## src/rtl/clkout_pkg.sv

```systemverilog
package clkout_pkg;

  localparam int CFG_W        = 8;
  localparam int CODE_W       = 3;
  localparam int PRE_LAST_DIV = 122;
  localparam int POST_MAX_LOG = (1 << CODE_W) - 1;
  localparam int DIV_MAX      = PRE_LAST_DIV * (1 << POST_MAX_LOG);
  localparam int DIV_W        = $clog2(DIV_MAX + 1);

  // Field order matches the register layout, MSB first.
  typedef struct packed {
    logic [CODE_W-1:0] pre;
    logic              src_fast;
    logic [CODE_W-1:0] post;
    logic              en;
  } cfg_t;

  // Total divide for a configuration: pre factor (fast source only) times 2^post.
  function automatic logic [DIV_W-1:0] total_div(input cfg_t c);
    logic [DIV_W-1:0] pre_f;
    if (!c.src_fast)
      pre_f = DIV_W'(1);
    else if (c.pre == CODE_W'((1 << CODE_W) - 1))
      pre_f = DIV_W'(PRE_LAST_DIV);
    else
      pre_f = DIV_W'(1) << c.pre;
    return pre_f << c.post;
  endfunction

endpackage

```

## src/rtl/clkout_cfg_slot.sv

```systemverilog
module clkout_cfg_slot
  import clkout_pkg::*;
(
  input  logic clk,
  input  logic rst_n,
  input  logic wr,
  input  cfg_t wdata,
  input  logic boundary,
  output cfg_t act,
  output logic load
);

  cfg_t shadow;
  logic pending;

  // Apply at once when idle, otherwise only at a period boundary.
  assign load = pending && (!act.en || boundary);

  always_ff @(posedge clk) begin
    if (!rst_n) begin
      shadow  <= '0;
      act     <= '0;
      pending <= 1'b0;
    end else begin
      if (wr)
        shadow <= wdata;
      if (load)
        act <= shadow;
      if (wr)
        pending <= 1'b1;
      else if (load)
        pending <= 1'b0;
    end
  end

  p_apply_clears_r7: assert property (@(posedge clk) disable iff (!rst_n)
    (load && !wr) |=> !pending);

  p_act_hold_r7: assert property (@(posedge clk) disable iff (!rst_n)
    !load |=> $stable(act));

endmodule

```

## src/rtl/clkout_wave.sv

```systemverilog
module clkout_wave
  import clkout_pkg::*;
(
  input  logic clk,
  input  logic rst_n,
  input  cfg_t act,
  input  logic load,
  input  logic slow_tick,
  input  logic fast_tick,
  output logic boundary,
  output logic clk_o
);

  logic [DIV_W-1:0] div;
  logic [DIV_W-1:0] hi_len;
  logic [DIV_W-1:0] cnt;
  logic             tick;

  assign div      = total_div(act);
  assign hi_len   = div >> 1;
  assign tick     = act.src_fast ? fast_tick : slow_tick;
  assign boundary = act.en && tick && (cnt == '0);

  always_ff @(posedge clk) begin
    if (!rst_n) begin
      cnt   <= '0;
      clk_o <= 1'b0;
    end else if (load || !act.en) begin
      cnt   <= '0;
      clk_o <= 1'b0;
    end else if (div == DIV_W'(1)) begin
      cnt   <= '0;
      clk_o <= tick;
    end else if (tick) begin
      clk_o <= (cnt < hi_len);
      cnt   <= (cnt == div - DIV_W'(1)) ? '0 : cnt + DIV_W'(1);
    end
  end

  p_off_low_r1: assert property (@(posedge clk) disable iff (!rst_n)
    !act.en |=> !clk_o);

  p_cnt_range_r8: assert property (@(posedge clk) disable iff (!rst_n)
    act.en |-> (cnt < div));

  p_hold_r8: assert property (@(posedge clk) disable iff (!rst_n)
    (act.en && div != DIV_W'(1) && !tick && !load) |=> $stable(clk_o));

  p_pass_r9: assert property (@(posedge clk) disable iff (!rst_n)
    (act.en && div == DIV_W'(1) && !load) |=> (clk_o == $past(tick)));

endmodule

```

## src/rtl/clkout_bank.sv

```systemverilog
module clkout_bank
  import clkout_pkg::*;
#(
  parameter int NUM_OUT   = 3,
  parameter int ADDR_W    = 4,
  parameter int BASE_ADDR = 0
) (
  input  logic               clk,
  input  logic               rst_n,
  input  logic               slow_tick,
  input  logic               fast_tick,
  input  logic               cfg_we,
  input  logic [ADDR_W-1:0]  cfg_addr,
  input  logic [CFG_W-1:0]   cfg_wdata,
  output logic [NUM_OUT-1:0] clk_out
);

  logic [NUM_OUT-1:0] sel;

  for (genvar i = 0; i < NUM_OUT; i++) begin : g_ch
    cfg_t act;
    logic load;
    logic boundary;

    assign sel[i] = cfg_we && (cfg_addr == ADDR_W'(BASE_ADDR + i));

    clkout_cfg_slot u_slot (
      .clk      (clk),
      .rst_n    (rst_n),
      .wr       (sel[i]),
      .wdata    (cfg_t'(cfg_wdata)),
      .boundary (boundary),
      .act      (act),
      .load     (load)
    );

    clkout_wave u_wave (
      .clk       (clk),
      .rst_n     (rst_n),
      .act       (act),
      .load      (load),
      .slow_tick (slow_tick),
      .fast_tick (fast_tick),
      .boundary  (boundary),
      .clk_o     (clk_out[i])
    );
  end

  p_one_target_r6: assert property (@(posedge clk) disable iff (!rst_n)
    $onehot0(sel));

endmodule

```

## config.mk

```make
export PLATFORM = sky130hd
export DESIGN_NAME = clkout_bank
export DESIGN_NICKNAME = d
export VERILOG_FILES = /design/src/rtl/clkout_pkg.sv /design/src/rtl/clkout_cfg_slot.sv /design/src/rtl/clkout_wave.sv /design/src/rtl/clkout_bank.sv
export SDC_FILE = /design/constraint.sdc
export NUM_CORES = 1
export LEC_CHECK = 0
export ABC_AREA = 1
export ABC_CLOCK_PERIOD_IN_PS = 2550
export CORE_ASPECT_RATIO = 2
export CORE_UTILIZATION = 50
export CTS_CLUSTER_SIZE = 16
export DETAILED_ROUTE_END_ITERATION = 16
export PLACE_DENSITY_LB_ADDON = 0.12
export SYNTH_ARGS = -nofsm -noshare
export SYNTH_HDL_FRONTEND = slang
export SYNTH_SLANG_ARGS = --single-unit
```

## constraint.sdc

```tcl
create_clock -name clk -period 2.55 [get_ports clk]
set_input_delay 0.51 -clock clk [delete_from_list [all_inputs] [get_ports clk]]
set_output_delay 0.51 -clock clk [all_outputs]
set_load 0.01 [all_outputs]
```

Word level (Yosys, flattened, before mapping)
Cells that the tools add are included.
W data, S select, Z words.
- shift operators: 6
- eq/ne operators: 11
- $lt $le $gt $ge: 3
- bitwise gates (word level): 1
- mux-type cells: 24
- add/sub/neg operators: 6
- reduce and logical (&&, ||, !) cells: 37
- operators with widths (cell ; count):
    $mux W14 ; 9
    $add A14 B1 Y14 const B ; 3
    $eq A14 B1 Y1 const B ; 3
    $eq A14 B14 Y1 ; 3
    $logic_not A14 Y1 ; 3
    $lt A14 B13 Y1 ; 3
    $shl A1 B3 Y14 const A ; 3
    $shl A14 B3 Y14 ; 3
    $sub A14 B1 Y14 const B ; 3
    $mux W1 ; 15
    $logic_and A1 B1 Y1 ; 12
    $reduce_bool A2 Y1 ; 6
    $eq A3 B3 Y1 const B ; 3
    $reduce_or A3 Y1 ; 3
    $logic_or A1 B1 Y1 ; 6
    $reduce_or A2 Y1 ; 3
    $eq A4 B1 Y1 const B ; 1
    $eq A4 B2 Y1 const B ; 1
    $logic_not A4 Y1 ; 1
    $logic_not A1 Y1 ; 3
    $not A1 Y1 ; 1
- logic and storage cells: 121
- bits in registers: 96

Logic depth before layout (Yosys ltp)
Gate-level depths: netlist of run 1.
- depth in word-level cells: 7
- gate-level depth with buffers: 23
- gate-level depth less buffers: 21

Hierarchy
A second synthesis of run 1 with hierarchy kept.
- cell total of the unflattened synthesis: 1524
- area total of the unflattened synthesis: 9195.1 um^2
- modules (own cells, without submodules) (module ; cells an instance ; instances ; seq. area each (um^2) ; area an instance (um^2)):
    clkout_wave at g_ch[0].u_wave ; 430 ; 1 ; 300.3 ; 2387.3
    clkout_wave at g_ch[2].u_wave ; 429 ; 1 ; 300.3 ; 2367.3
    clkout_wave at g_ch[1].u_wave ; 397 ; 1 ; 300.3 ; 2347.3
    clkout_cfg_slot ; 86 ; 3 ; 340.3 ; 684.4
    clkout_bank ; 10 ; 1 ; 0.0 ; 40.0

Worst setup path after synthesis of run 1
No wires, ideal clock.
- path kind: register to register
- start point: reg, netlist name g_ch[1].u_slot.act[5]
- end point: reg g_ch[1].u_wave.cnt[11]
- cell stages (with the launch flop): 18
- data arrival time: 2.176 ns
- setup time: 0.109 ns
- path slack: 0.265 ns
- cells stage by stage: dfxtp_1 nor2_1 nand2_2 nand2_1 nand2_2 nor2_1 nand2_2 ha_1 xor2_1 xor2_1 nand4_1 nor2_1 nand2_1 nor2_2 nand3_2 buf_6 nand2_1 inv_1
- word-level cells in the longest chain between the ends: 7
- RTL lines (element ; RTL line ; source):
    $eq A3 B3 Y1 / $shl A1 B3 Y14 (equally long branches) ; clkout_pkg.sv:23, clkout_pkg.sv:26 ;
    $mux W14 (*) ; clkout_pkg.sv:23 ; else if (c.pre == CODE_W'((1 << CODE_W) - 1))
    $mux W14 (*) ; clkout_pkg.sv:21 ; if (!c.src_fast)
    $shl A14 B3 Y14 (*) ; clkout_pkg.sv:27 ; return pre_f << c.post;
    $sub A14 B1 Y14 ; clkout_wave.sv:36 ; cnt <= (cnt == div - DIV_W'(1)) ? '0 : cnt + DIV_W'(1);
    $eq A14 B14 Y1 ; clkout_wave.sv:36 ;
    $mux W14 ; clkout_wave.sv:36 ;
    to (signal assigned) ; clkout_wave.sv:36 ;
    to (decl) ; clkout_wave.sv:16 ; logic [DIV_W-1:0] cnt;
Every way passes the cells marked *; elsewhere a longest branch is shown, timed or not.
A chain may end at the register's enable or synchronous reset.

Worst setup path in the final report of run 1
- start point: reg, netlist name g_ch[0].u_slot.act[4]
- end point: reg g_ch[0].u_wave.cnt[4]
- word-level cells in the longest chain between the ends: 7
- RTL lines (element ; RTL line):
    parallel branches: the longest is 7 deep, another holds $sub A14 B1 Y14 ; -
    to (signal assigned) ; clkout_wave.sv:36
    to (decl) ; clkout_wave.sv:16
Several ways; the timed one is not identified.

==> impl_metrics.ini, run 1 <==
[synthesis]
async_reset_ff_frac = 0
yosysWarnings = 0
syn_avg_cell_area_um2 = 6.11
synth_area_leader_cell = dfxtp_1
synth.top_cells.by_count = 366 x nand2_1, 160 x inv_1, 154 x nand3_1
synth_area_mm2 = 0.00875
syn_nets = 1492
synth_edf_count = 0
yosysSeqAreaShare = 0.220
ys_types = 45
synth.area.top_cells = dfxtp_1 22%, nand2_1 16%, nand3_1 8.8%
synth_top_cell_area_share = 0.220
ys.flop_type = dfxtp_1
yosysMostFrequentCell = nand2_1
postSynthCellCount = 1433
synth_seq_cells = 96

[clocking]
h-tree-depth = 3
numCtsBuffers = 9
cts.sinks = 96
clk_path_buf_depth = 2
cts_tree = yes
cts_hold_buffers = 0
insertion_delay_ns = 0.35
path_clk_slew_ns = 0.07
cts_root_buffer = clkbuf_16

[pwr]
peakVddDrop_uv = 507
total_power_uw = 3970
power_density_mw_per_mm2 = 380
p_leak_uw = 0.00497

[setup_path]
max_stage_delay_ns = 0.41
ff2ff_path_depth = 15
path_cells = nand2_1, inv_2, buf_4, nand3_1, nand3_1, nand3_1, xor2_1, nand4_1, nand2_1, nand2_1, nor2_4, nand4_2, buf_4, nand3_1, inv_1
crit_fanout = 6
cp-end-kind = flop
timing.rr.start = g_ch[0].u_slot.act[4]
crit_required_ns = 2.80
critPathMostFrequentCell = nand3_1
reg2reg_to = g_ch[0].u_wave.cnt[4]
cp.arrival_ns = 2.70
slowest_stage = xor2_1
worst-setup-path-type = flop to flop
r2r_slack_ns = 0.1
cp-start-kind = flop

[layout]
final_cell_area_mm2 = 0.0104
synthToLayoutAreaGrowth_pct = 19.3
seq_area_mm2 = 0.00196
multi_input_area_mm2 = 0.00611
nNetsFinal = 1579
instances_no_fill = 1735
drive_above_1_share = 0.228
num_antenna_cells = 0
fillerInstances = 1716

[floorplanning]
core_area_mm2 = 0.0172
rows = 68
die_w_um = 95.6
die_area_mm2 = 0.0181
ios = 20
die_y_um = 189
start_util = 0.509

[placed_design]
gp_congestion = 1.01
hpwl_um = 22300
place_area_mm2 = 0.00963
placedCellCount = 1704
portBuffers = 19

[timing]
layout_min_cycle_time_ns = 2.45
fin_crit_sh = 0.962
finalSetupViolCount = 0
drv_slew = 0
finalHoldViolCount = 0
rsz0062_at_grt = yes
tightest_slew_ns = 0.573
fmax_mhz = 407
finClkSkew_ns = 0.00873
slew-limit-headroom = 0.614

[grt]
grt_max_degree = 48
overflow = 0
grt_usage = 0.301
grt_pass1_wl_um = 41600
antenna_found_initial = 0
grt_pass1_vias = 8774

[run_status]
status = complete, no violations

[route]
drc = 0
viasPerCell = 5.45
wire_per_inst_um = 15.6
antenna_left = 0
vias = 9448
wl_um = 27100
dr.pass1.iters = 5
drt-initial-drc-count = 354

[min_path]
holdPathStages = 2
hp-start = g_ch[0].u_slot.shadow[5]
hold_end = g_ch[0].u_slot.shadow[5]
hp-class = flop to flop

[job]
maxCapViolCount = 0
-- critical path: cells and delay by family (launching register included) --
kind	cells	cell delay [ns]
buf+inv	4	0.42
simple gates	10	1.14
flops	1	0.39
xor+xnor	1	0.41
-- state kept, by name (all words and copies together) (netlist names) --
| signal | cells |
|---|---|
| g_ch.u_slot.act | 24 |
| g_ch.u_slot.pending | 3 |
| g_ch.u_slot.shadow | 24 |
| g_ch.u_wave.clk_o | 3 |
| g_ch.u_wave.cnt | 42 |
-- per-layer routing --
layer,GRT usage,share of wire,up-vias
li1,-,-,4821
met5,0,0,-
met4,0.207,0.080,0
met3,0.0378,0.031,121
met1,0.263,0.32,4263
met2,0.595,0.56,243
-- cells in the final DEF (no fill, tap or decap), drive strengths merged, types with 2 or more instances in the layout --
cell	count
nand2	421
inv	207
nand3	183
nor2	149
buf	98
dfxtp	96
a21oi	81
o21ai	72
nand4	51
ha	42
xor2	35
nor3	20
clkdlybuf4s50	19
clkbuf	9
nor4	6
clkinvlp	5
nand3b	4
o41ai	3
a31o	3
or2	3
o21bai	3
xnor2	2
o211ai	2
nor3b	2
bufinv	2
-- final cells by class --
type | count | area share
Sequential cell | 96 | 0.188
Timing Repair Buffer | 117 | 0.0938
Multi-Input combinational cell | 1088 | 0.585
Tap cell | 210 | 0.0252
Clock inverter | 7 | 0.00983
Inverter | 208 | 0.0765
Clock buffer | 9 | 0.0216
-- kinds of logic after synthesis --
group | count (synthesis) | synth area share
buffers and inverters | 249 | 0.118
DFF | 96 | 0.220
and+or+nand+nor | 841 | 0.462
AOI/OAI and AO/OA | 168 | 0.103
adders and majority gates | 42 | 0.0600
xor gates and xnor gates | 37 | 0.0370
-- timing repair --
item | CTS | global route
gates cloned | 0 | 1
gates resized for setup | 7 | 102
pin swaps | 0 | 23
setup endpoints to repair | 16 | 44
setup buffers | 0 | 14
-- stage by stage --
stage               setup WS, ns  setup TNS [ns]  hold slack, ns   util
finish                    0.0960               0           0.441  0.607
CTS                      0.00221               0           0.443  0.580
global route             -0.0402          -0.458           0.459  0.607
floorplan                  0.265               0           0.420      -
detailed placement        -0.243           -2.19           0.435  0.560
global placement          -0.190          -0.806           0.430  0.560
-- worst max path at each step --
stage	from	to	slack (ns)	depth (start not counted)
6_report	g_ch[0].u_slot.act[4]	g_ch[0].u_wave.cnt[4]	0.1	15
5_1_grt	g_ch[0].u_slot.act[5]	g_ch[0].u_wave.cnt[3]	-0.04	18
4_1_cts	g_ch[0].u_slot.act[7]	g_ch[0].u_wave.cnt[10]	0.002	19
3_5_place_dp	fast_tick	g_ch[1].u_wave.cnt[13]	-0.24	16
3_3_place_gp	fast_tick	g_ch[1].u_wave.cnt[13]	-0.19	16
2_1_floorplan	g_ch[1].u_slot.act[5]	g_ch[1].u_wave.cnt[11]	0.27	17
-- power by group --
group	internal [uW]	switching, uW
registers	1510	17.4
clock network	870	624
logic	365	587
(Power assumes the default switching activity.)
==> run 2: changes to the inputs <==
--- a/config.mk
+++ b/config.mk
@@ -12,6 +12,7 @@
 export CTS_CLUSTER_SIZE = 16
 export DETAILED_ROUTE_END_ITERATION = 16
 export PLACE_DENSITY_LB_ADDON = 0.12
+export SLEW_MARGIN = 20
 export SYNTH_ARGS = -nofsm -noshare
 export SYNTH_HDL_FRONTEND = slang
 export SYNTH_SLANG_ARGS = --single-unit
==> results of run 2 <==
Final layout, timing and power as in run 1 (identical DEF).
